`src/rtl/hw_ctrl_pkg.sv`:
```
package hw_ctrl_pkg;
  localparam int STATE_W = 4;
  localparam int OP_W    = 2;

  localparam logic [STATE_W-1:0] ST_FETCH1 = 4'd0;
  localparam logic [STATE_W-1:0] ST_FETCH2 = 4'd1;
  localparam logic [STATE_W-1:0] ST_FETCH3 = 4'd2;
  localparam logic [STATE_W-1:0] ST_ADD1   = 4'd8;
  localparam logic [STATE_W-1:0] ST_ADD2   = 4'd9;
  localparam logic [STATE_W-1:0] ST_AND1   = 4'd10;
  localparam logic [STATE_W-1:0] ST_AND2   = 4'd11;
  localparam logic [STATE_W-1:0] ST_JMP1   = 4'd12;
  localparam logic [STATE_W-1:0] ST_INC1   = 4'd14;

  typedef struct packed {
    logic ar_ld;
    logic pc_ld;
    logic pc_inc;
    logic dr_ld;
    logic ac_ld;
    logic ac_inc;
    logic ir_ld;
    logic mem_drv;
    logic pc_drv;
    logic dr_drv;
    logic rd_en;
    logic alu_and;
  } strobe_t;

  typedef struct packed {
    logic clr;
    logic ld;
    logic inc;
  } step_t;
endpackage

```
`src/rtl/seq_counter.sv`:
```
module seq_counter #(
  parameter int W = 4
) (
  input  logic         clk,
  input  logic         rst,
  input  logic         clr,
  input  logic         ld,
  input  logic         inc,
  input  logic [W-1:0] din,
  output logic [W-1:0] q
);
  // clear beats load, load beats increment
  always_ff @(posedge clk) begin
    if (rst || clr) q <= '0;
    else if (ld)    q <= din;
    else if (inc)   q <= q + 1'b1;
  end

  p_clear_to_zero_r5: assert property (@(posedge clk) disable iff (rst)
    clr |=> (q == '0));
  p_load_value_r3: assert property (@(posedge clk) disable iff (rst)
    (ld && !clr) |=> (q == $past(din)));
endmodule

```
`src/rtl/onehot_decoder.sv`:
```
module onehot_decoder #(
  parameter int W = 4,
  localparam int N = 1 << W
) (
  input  logic [W-1:0] code,
  output logic [N-1:0] hot
);
  for (genvar i = 0; i < N; i++) begin : g_line
    assign hot[i] = (code == i[W-1:0]);
  end

  always_comb begin
    p_single_line_r6: assert ($countones(hot) == 1);
  end
endmodule

```
`src/rtl/strobe_logic.sv`:
```
module strobe_logic
  import hw_ctrl_pkg::*;
#(
  parameter int W  = STATE_W,
  parameter int OW = OP_W,
  localparam int N = 1 << W,
  localparam int PAD = W - OW - 1
) (
  input  logic          clk,
  input  logic          rst,
  input  logic [N-1:0]  hot,
  input  logic [OW-1:0] op,
  output step_t         step,
  output logic [W-1:0]  entry,
  output strobe_t       sb
);
  // execute entry point: leading one, opcode, trailing zeros
  assign entry = {1'b1, op, {PAD{1'b0}}};

  always_comb begin
    step.inc = hot[ST_FETCH1] | hot[ST_FETCH2] | hot[ST_ADD1] | hot[ST_AND1];
    step.ld  = hot[ST_FETCH3];
    // every other code, including unused ones, returns to fetch
    step.clr = ~(step.inc | step.ld);
  end

  always_comb begin
    sb.ar_ld   = hot[ST_FETCH1] | hot[ST_FETCH3];
    sb.pc_ld   = hot[ST_JMP1];
    sb.pc_inc  = hot[ST_FETCH2];
    sb.dr_ld   = hot[ST_FETCH2] | hot[ST_ADD1] | hot[ST_AND1];
    sb.ac_ld   = hot[ST_ADD2] | hot[ST_AND2];
    sb.ac_inc  = hot[ST_INC1];
    sb.ir_ld   = hot[ST_FETCH3];
    sb.mem_drv = hot[ST_FETCH2] | hot[ST_ADD1] | hot[ST_AND1];
    sb.pc_drv  = hot[ST_FETCH1];
    sb.dr_drv  = hot[ST_FETCH3] | hot[ST_ADD2] | hot[ST_AND2] | hot[ST_JMP1];
    sb.rd_en   = hot[ST_FETCH2] | hot[ST_ADD1] | hot[ST_AND1];
    sb.alu_and = hot[ST_AND2];
  end

  p_one_step_kind_r5: assert property (@(posedge clk) disable iff (rst)
    $countones({step.clr, step.ld, step.inc}) == 1);
  p_acc_exclusive_r7: assert property (@(posedge clk) disable iff (rst)
    !(sb.ac_ld && sb.ac_inc));
  p_single_bus_driver_r9: assert property (@(posedge clk) disable iff (rst)
    $onehot0({sb.mem_drv, sb.pc_drv, sb.dr_drv}));
endmodule

```
`src/rtl/hw_ctrl_unit.sv`:
```
module hw_ctrl_unit
  import hw_ctrl_pkg::*;
#(
  parameter int W  = STATE_W,
  parameter int OW = OP_W,
  localparam int N = 1 << W
) (
  input  logic          clk,
  input  logic          rst,
  input  logic [OW-1:0] ir_op,
  output logic [W-1:0]  state_code,
  output logic [N-1:0]  state_hot,
  output logic          ar_ld,
  output logic          pc_ld,
  output logic          pc_inc,
  output logic          dr_ld,
  output logic          ac_ld,
  output logic          ac_inc,
  output logic          ir_ld,
  output logic          mem_drv,
  output logic          pc_drv,
  output logic          dr_drv,
  output logic          rd_en,
  output logic          alu_and
);
  step_t        step;
  strobe_t      sb;
  logic [W-1:0] entry;

  seq_counter #(.W(W)) u_cnt (
    .clk (clk),
    .rst (rst),
    .clr (step.clr),
    .ld  (step.ld),
    .inc (step.inc),
    .din (entry),
    .q   (state_code)
  );

  onehot_decoder #(.W(W)) u_dec (
    .code (state_code),
    .hot  (state_hot)
  );

  strobe_logic #(.W(W), .OW(OW)) u_logic (
    .clk   (clk),
    .rst   (rst),
    .hot   (state_hot),
    .op    (ir_op),
    .step  (step),
    .entry (entry),
    .sb    (sb)
  );

  assign ar_ld   = sb.ar_ld;
  assign pc_ld   = sb.pc_ld;
  assign pc_inc  = sb.pc_inc;
  assign dr_ld   = sb.dr_ld;
  assign ac_ld   = sb.ac_ld;
  assign ac_inc  = sb.ac_inc;
  assign ir_ld   = sb.ir_ld;
  assign mem_drv = sb.mem_drv;
  assign pc_drv  = sb.pc_drv;
  assign dr_drv  = sb.dr_drv;
  assign rd_en   = sb.rd_en;
  assign alu_and = sb.alu_and;

  p_reset_to_fetch_r1: assert property (@(posedge clk)
    rst |=> (state_code == ST_FETCH1));
  p_fetch_order_r2: assert property (@(posedge clk) disable iff (rst)
    (state_code == ST_FETCH2) |=> (state_code == ST_FETCH3));
  p_exec_entry_r3: assert property (@(posedge clk) disable iff (rst)
    (state_code == ST_FETCH3) |=> (state_code[W-1] && !state_code[0]));
  p_two_step_exec_r4: assert property (@(posedge clk) disable iff (rst)
    (state_code == ST_ADD1) |=> (state_code == ST_ADD2));
  p_jump_returns_r5: assert property (@(posedge clk) disable iff (rst)
    (state_code == ST_JMP1) |=> (state_code == ST_FETCH1));
endmodule

```
`config.mk`:
```
export PLATFORM = sky130hd
export DESIGN_NAME = hw_ctrl_unit
export DESIGN_NICKNAME = d
export VERILOG_FILES = /design/src/rtl/hw_ctrl_pkg.sv /design/src/rtl/seq_counter.sv /design/src/rtl/onehot_decoder.sv /design/src/rtl/strobe_logic.sv /design/src/rtl/hw_ctrl_unit.sv
export SDC_FILE = /design/constraint.sdc
export NUM_CORES = 1
export LEC_CHECK = 0
export ABC_AREA = 0
export BUFFER_PORTS_ARGS = -buffer_cell sky130_fd_sc_hd__buf_2
export CAP_MARGIN = 5
export CELL_PAD_IN_SITES_DETAIL_PLACEMENT = 0
export CELL_PAD_IN_SITES_GLOBAL_PLACEMENT = 1
export CORE_MARGIN = 3
export CORE_UTILIZATION = 26
export CTS_CLUSTER_DIAMETER = 80
export DETAILED_ROUTE_END_ITERATION = 10
export GPL_ROUTABILITY_DRIVEN = 0
export HOLD_SLACK_MARGIN = 0.08
export PLACE_DENSITY = 0.93
export SLEW_MARGIN = 5
export SYNTH_ARGS = -nofsm -noshare
export SYNTH_HDL_FRONTEND = slang
export SYNTH_SLANG_ARGS = --single-unit
```
`constraint.sdc`:
```
create_clock -name clk -period 2.65 [get_ports clk]
set_input_delay 0 -clock clk [delete_from_list [all_inputs] [get_ports clk]]
set_output_delay 0 -clock clk [all_outputs]
set_load 0.02 [all_outputs]
```
==> results of run 1 <==
-- critical path, stage by stage (launching register included) --
cell and delay, ps:
dfxtp_1 340, inv_1 90, ha_1 250, or3b_1 470, or2b_1 190, buf_2 150
-- what timing repair did --
item	CTS	global route
hold buffers	3	0
buffers inserted	0	0
hold endpoints to repair	3	0
-- cell families after synthesis --
logic type | after synthesis
XOR/XNOR | 1
adder cells (fa/ha/maj) | 4
AO/OA/AOI/OAI | 9
AND/OR/NAND/NOR | 30
flip-flops | 4
buffers and inverters | 14
-- layout make-up --
| type | instances | area [um^2] |
|---|---|---|
| fillers | 185 | 952 |
| multi-input cells | 44 | 293 |
| well taps | 24 | 30.0 |
| clock buffers | 3 | 22.5 |
| flip-flops and latches | 4 | 80.1 |
| inverters | 3 | 11.3 |
| repair buffers | 38 | 205 |
-- cell usage after synthesis --
cell type / n / share of area
nand2b_1: 2 / 0.027
clkbuf_1: 2 / 0.016
nand2_1: 3 / 0.024
and2_2: 2 / 0.032
or4_1: 1 / 0.016
or2b_1: 1 / 0.016
o311ai_0: 1 / 0.019
inv_2: 1 / 0.0081
or3b_1: 1 / 0.019
buf_4: 8 / 0.13
o21a_1: 1 / 0.016
nor2_1: 5 / 0.041
a21oi_1: 4 / 0.043
buf_6: 1 / 0.024
a211oi_1: 1 / 0.016
inv_1: 2 / 0.016
and3_1: 3 / 0.041
dfxtp_1: 4 / 0.17
o21ai_0: 1 / 0.011
xnor2_1: 1 / 0.019
and3_2: 1 / 0.016
ha_1: 4 / 0.11
a211o_1: 1 / 0.019
nor2b_1: 2 / 0.027
and2_1: 9 / 0.12
-- layer usage --
layer | share of wire | vias up | wire length [um] | global-route usage
li1 | - | 257 | - | -
met5 | 0 | - | 0 | 0
met2 | 0.46 | 24 | 552 | 0.156
met1 | 0.46 | 213 | 552 | 0.143
met4 | 0 | 0 | 0 | 0.0645
met3 | 0.086 | 0 | 104 | 0.0111
-- stage by stage --
stage               hold slack [ps]  setup WS (ps)  cells  power [mW]  area (um^2)
global placement                251           1050    110       0.605          589
global route                    590            780    116       0.750          642
floorplan                       135            919     62       0.517          463
CTS                             550            916    116       0.697          642
finish                          564            932    116       0.685          642
detailed placement              257            956    110       0.613          589
-- worst max-delay path by stage --
stage	start	endpoint
3_3_place_gp	u_cnt.q[0]	u_cnt.q[0]
2_1_floorplan	u_cnt.q[0]	u_cnt.q[0]
4_1_cts	u_cnt.q[0]	ar_ld
6_report	u_cnt.q[0]	ar_ld
3_5_place_dp	u_cnt.q[0]	u_cnt.q[0]
5_1_grt	u_cnt.q[0]	u_cnt.q[0]
-- power by group --
group	internal, mW	leakage, nW	switching (mW)
combinational	0.172	0.345	0.318
sequential	0.0798	0.0328	0.0411
clock	0.0506	0.0138	0.0235
total	0.302	0.392	0.383
==> impl_metrics.yaml, run 1 <==
outcome:
  status: "finished, final reports clean"
timing:
  hold_viol: 0
  rsz0062_at_grt: "no"
  min_period_ps: 1720
  tightest_slew_ps: 423
  maxSlewViolCount: 0
  tns_ps: 0
  slew_headroom: 0.718
  worst_clock_skew_ps: 2.26
  period_share: 0.648
  finalSetupViolations: 0
  max_freq_mhz: 582
hold_path:
  hold_end: "u_cnt.q[1]"
  min_from: "ir_op[0]"
  hp-class: "in -> reg"
  whs_path_depth: 4
cts:
  cts.sink_count: 4
  worstSkewPairLatency_ps: 230
  cts_inserted_buffers: 3
  cts_tree: "yes"
  root_buffer: "clkbuf_4"
  cts-resized-gates: 0
  clk_pin_slew_worst_paths_ps: 30
  h-tree-depth: 1
  cts_max_path_buffers: 2
finish:
  largest_registers: "u_cnt.q x4"
  regMostFlops: "u_cnt.q"
  most-common-layout-cells: "buf_2, and2_1, nor2_1"
  final_common_cell: "buf_2"
  antennaDiodeCount: 0
  largest_register_ffs: 4
  layout-drive-gt1-share: 0.457
  final_nets: 102
  syn_to_final_growth_pct: 38.6
  utilization: 0.403
yosys:
  ys_seq_elements: 4
  synth-xor-area-share: 0.0189
  synth_compound_area_frac: 0.124
  synth-seq-area-share: 0.173
  synth_warnings: 0
  yosys.area_share.simple: 0.381
  synth_adder_area_share: 0.108
  synthMuxAreaShare: 0
  synth_cells: 62
  ys_types: 25
  synth_top_family_by_area: "simple AND/OR/NAND/NOR gates"
  syn_avg_cell_area_um2: 7.47
  syn-num-nets: 70
  synthesis.area_um2: 463
global_routing:
  grt_max_degree: 16
  antenna_found_initial: 0
  grt_pass1_vias: 406
  overflow: 0
  grt_first_pass_wirelength_um: 1720
  track_usage: 0.105
die:
  die_h_um: 48.2
  start_util: 0.290
  num_rows: 14
  coreArea_um2: 1590
  ios: 36
  dieWidth_um: 48.2
  dieArea_um2: 2320
pwr:
  vdd_drop_max_mv: 0.398
  power_density_nw_per_um2: 1070
  p_leak_nw: 0.392
worst_setup_path:
  timing.reg2reg.setup_slack_ps: 930
  setup.worst_path.class: "reg -> out"
  start_kind: "register"
  worstSetupEndpointType: "primary output"
  ff2ff_path_depth: 6
  regToRegStartpoint: "u_cnt.q[0]"
  cp.arrival_ps: 1720
  rr_endpoint: "u_cnt.q[0]"
  crit_required_ps: 2650
  crit_fanout: 7
drt:
  avgViaCountPerCell: 4.26
  final_antenna_net_count: 0
  wl_um: 1210
  drc: 0
  dr.pass1.iters: 4
  dr.first_iter.drc_count: 8
  num_vias: 494
  wl_per_cell_um: 10.4
placement:
  portBuffers: 35
  dpl.hpwl_um: 934
run:
  maxCapViolCount: 0
No activity file was read; power rests on OpenSTA's default activity.
==> run 2, diff against run 1 <==
--- a/config.mk
+++ b/config.mk
@@ -5,18 +5,18 @@
 export SDC_FILE = /design/constraint.sdc
 export NUM_CORES = 1
 export LEC_CHECK = 0
-export ABC_AREA = 0
+export ABC_AREA = 1
 export BUFFER_PORTS_ARGS = -buffer_cell sky130_fd_sc_hd__buf_2
 export CAP_MARGIN = 5
 export CELL_PAD_IN_SITES_DETAIL_PLACEMENT = 0
 export CELL_PAD_IN_SITES_GLOBAL_PLACEMENT = 1
 export CORE_MARGIN = 3
-export CORE_UTILIZATION = 26
+export CORE_UTILIZATION = 23
 export CTS_CLUSTER_DIAMETER = 80
 export DETAILED_ROUTE_END_ITERATION = 10
 export GPL_ROUTABILITY_DRIVEN = 0
 export HOLD_SLACK_MARGIN = 0.08
-export PLACE_DENSITY = 0.93
+export PLACE_DENSITY = 0.89
 export SLEW_MARGIN = 5
 export SYNTH_ARGS = -nofsm -noshare
 export SYNTH_HDL_FRONTEND = slang
==> constraint.sdc (replaced) <==
create_clock -name clk -period 1.6 [get_ports clk]
set_input_delay 0 -clock clk [delete_from_list [all_inputs] [get_ports clk]]
set_output_delay 0 -clock clk [all_outputs]
set_load 0.02 [all_outputs]
==> run 2 against run 1 <==
  * Count of clock-buffer cells in the layout did not move
  * Sequential share of layout area rose by 0.40 points
  * First-iteration DRC count rose by 25%
  * Critical path depth did not move
  * Clock skew rose by 1.5 ps
  * Cell area fell by 3.1%
  * Combinational power rose by 64%
  * Cell count rose by 15%
  * Clock power rose by 67%
  * Register-to-register slack got worse by 710 ps
  * Critical endpoint is now mem_drv
  * Largest power group unchanged
==> impl_metrics.yaml, run 2 <==
yosys:
  synth_top_area_cell: "nor2_1"
  ys_types: 16
  post-synth-top-count-cell: "nor2_1"
  synth_warnings: 0
  synth-edff-count: 0
  synthesis.area_um2: 454
  synth_adder_area_share: 0.110
  synth_compound_area_frac: 0.0744
  yosys.area_share.simple: 0.350
  syn_avg_cell_area_um2: 5.82
  synth_common_cells: "nor2_1, inv_1, nand2_1, buf_4"
  synth-seq-area-share: 0.176
  async_reset_ff_frac: 0
  synth_cells: 78
  synth-xor-area-share: 0
  synthMuxAreaShare: 0
  syn-num-nets: 86
  synth_flop_cell: "dfxtp_1"
  synthTopCellsByArea: "nor2_1, dfxtp_1, buf_4, inv_1, ha_1"
  synth_top_family_by_area: "simple AND/OR/NAND/NOR gates"
  netlist.area_leader.share: 0.190
  ys_seq_elements: 4
cts:
  h-tree-depth: 1
  worstSkewPairLatency_ps: 240
  cts_max_path_buffers: 2
  root_buffer: "clkbuf_4"
  clk_pin_slew_worst_paths_ps: 40
  cts_inserted_buffers: 3
  cts.sink_count: 4
  cts_tree: "yes"
pwr:
  p_leak_nw: 0.418
  p_total_mw: 1.10
  combPwrFrac: 0.733
  p_int_uw: 463
  p_seq_frac: 0.154
  switching_share: 0.578
  power_density_nw_per_um2: 1760
  switchingPower_uw: 633
  vdd_drop_max_mv: 0.736
  clkPwrFrac: 0.113
finish:
  largest_registers: "u_cnt.q x4"
  regMostFlops: "u_cnt.q"
  antennaDiodeCount: 0
  num-fill-cells: 225
  most-common-layout-cells: "buf_2, nor2_1, inv_1"
  layout-drive-gt1-share: 0.398
  largest_register_ffs: 4
  final_common_cell: "buf_2"
  syn_to_final_growth_pct: 36.9
  utilization: 0.345
  final_nets: 118
worst_setup_path:
  crit_path_cell_trace: "inv_1 -> ha_1 -> nand3_1 -> o211ai_1 -> buf_2"
  start_kind: "register"
  max_stage_delay_ps: 320
  critPathSlowestCell: "dfxtp_1"
  cp.arrival_ps: 1490
  worstSetupEndpointType: "primary output"
  crit_required_ps: 1600
  crit_fanout: 5
  setup.worst_path.class: "reg -> out"
timing:
  hold_viol: 0
  finalSetupViolations: 0
  maxSlewViolCount: 0
  tns_ps: 0
  worst_clock_skew_ps: 3.71
  tightest_slew_ps: 308
  slew_headroom: 0.794
  min_period_ps: 1490
  max_freq_mhz: 670
  period_share: 0.932
  rsz0062_at_grt: "no"
die:
  die_h_um: 50.4
  start_util: 0.252
  ios: 36
  dieWidth_um: 50.4
  dieArea_um2: 2540
  coreArea_um2: 1800
  num_rows: 15
outcome:
  status: "finished, final reports clean"
global_routing:
  grt_first_pass_wirelength_um: 1870
  track_usage: 0.0938
  grt_max_degree: 10
  antenna_found_initial: 0
  grt_pass1_vias: 458
  overflow: 0
drt:
  drc: 0
  dr.pass1.iters: 4
  dr.first_iter.drc_count: 10
  final_antenna_net_count: 0
  num_vias: 557
  avgViaCountPerCell: 4.19
  wl_um: 1240
  wl_per_cell_um: 9.32
hold_path:
  hp-class: "in -> reg"
run:
  maxCapViolCount: 0
placement:
  portBuffers: 35
  dpl.hpwl_um: 1020
## run 2: layout make-up
class                           count  area [um^2]  area share
Inverter                           16         60.1      0.0966
Sequential cell                     4         80.1       0.129
Tap cell                           25         31.3      0.0503
Timing Repair Buffer               36          185       0.298
Clock buffer                        3         22.5      0.0362
Multi-Input combinational cell     49          243       0.390
## run 2: critical path: cells and delay by family (launching register included)
family | cells | cell delay (ps)
flip-flops | 1 | 320
AND/OR/NAND/NOR | 1 | 200
buffers and inverters | 2 | 320
AO/OA/AOI/OAI | 1 | 210
adder cells (fa/ha/maj) | 1 | 200
## run 2: metrics by stage
step | cell area [um^2] | cells | worst slack, ps | hold WS (ps)
2_1_floorplan | 454 | 78 | 3.76 | 177
3_3_place_gp | 589 | 129 | 267 | 272
3_5_place_dp | 589 | 129 | 244 | 293
4_1_cts | 622 | 133 | 85.6 | 114
5_1_grt | 622 | 133 | 0.794 | 141
6_report | 622 | 133 | 108 | 115
## run 2: power groups by stage
stage	clock, mW	combinational, mW	sequential (mW)
after floorplan	0	0.648	0.189
after global placement	0	0.799	0.170
after detailed placement	0	0.800	0.172
after CTS	0.129	0.806	0.170
after global routing	0.133	0.881	0.177
final	0.124	0.804	0.169
## run 2: worst paths after layout
path / start / to / slack (ps) / cells past startpoint
worst min register to register: u_cnt.q[3] / u_cnt.q[3] / 620 / 2
worst min-delay path: ir_op[1] / u_cnt.q[2] / 120 / 5
worst max register to register: u_cnt.q[0] / u_cnt.q[1] / 220 / 6
worst max-delay path: u_cnt.q[0] / mem_drv / 110 / 5
## run 2: cells by family (layout without fill, tap and decap cells)
group | Yosys count | after routing
and+or+nand+nor | 39 | 39
buffers and inverters | 25 | 55
AOI/OAI and AO/OA | 6 | 6
adders and majority gates | 4 | 4
DFF | 4 | 4
## run 2: timing repair
action / 4_1_cts / 5_1_grt
setup buffers: 0 / 0
endpoints found under the hold margin: 2 / 0
setup endpoints to repair: 0 / 1
hold buffers: 1 / 0
resized for setup: 0 / 1
## run 2: per-layer routing
metal | routed length (um) | share of wire | global-route usage | up-vias
li1 | - | - | - | 290
met1 | 562 | 0.45 | 0.111 | 226
met2 | 498 | 0.40 | 0.148 | 39
met3 | 170 | 0.14 | 0.0386 | 2
met4 | 8 | 0.0065 | 0.0404 | 0
met5 | 0 | 0 | 0 | -
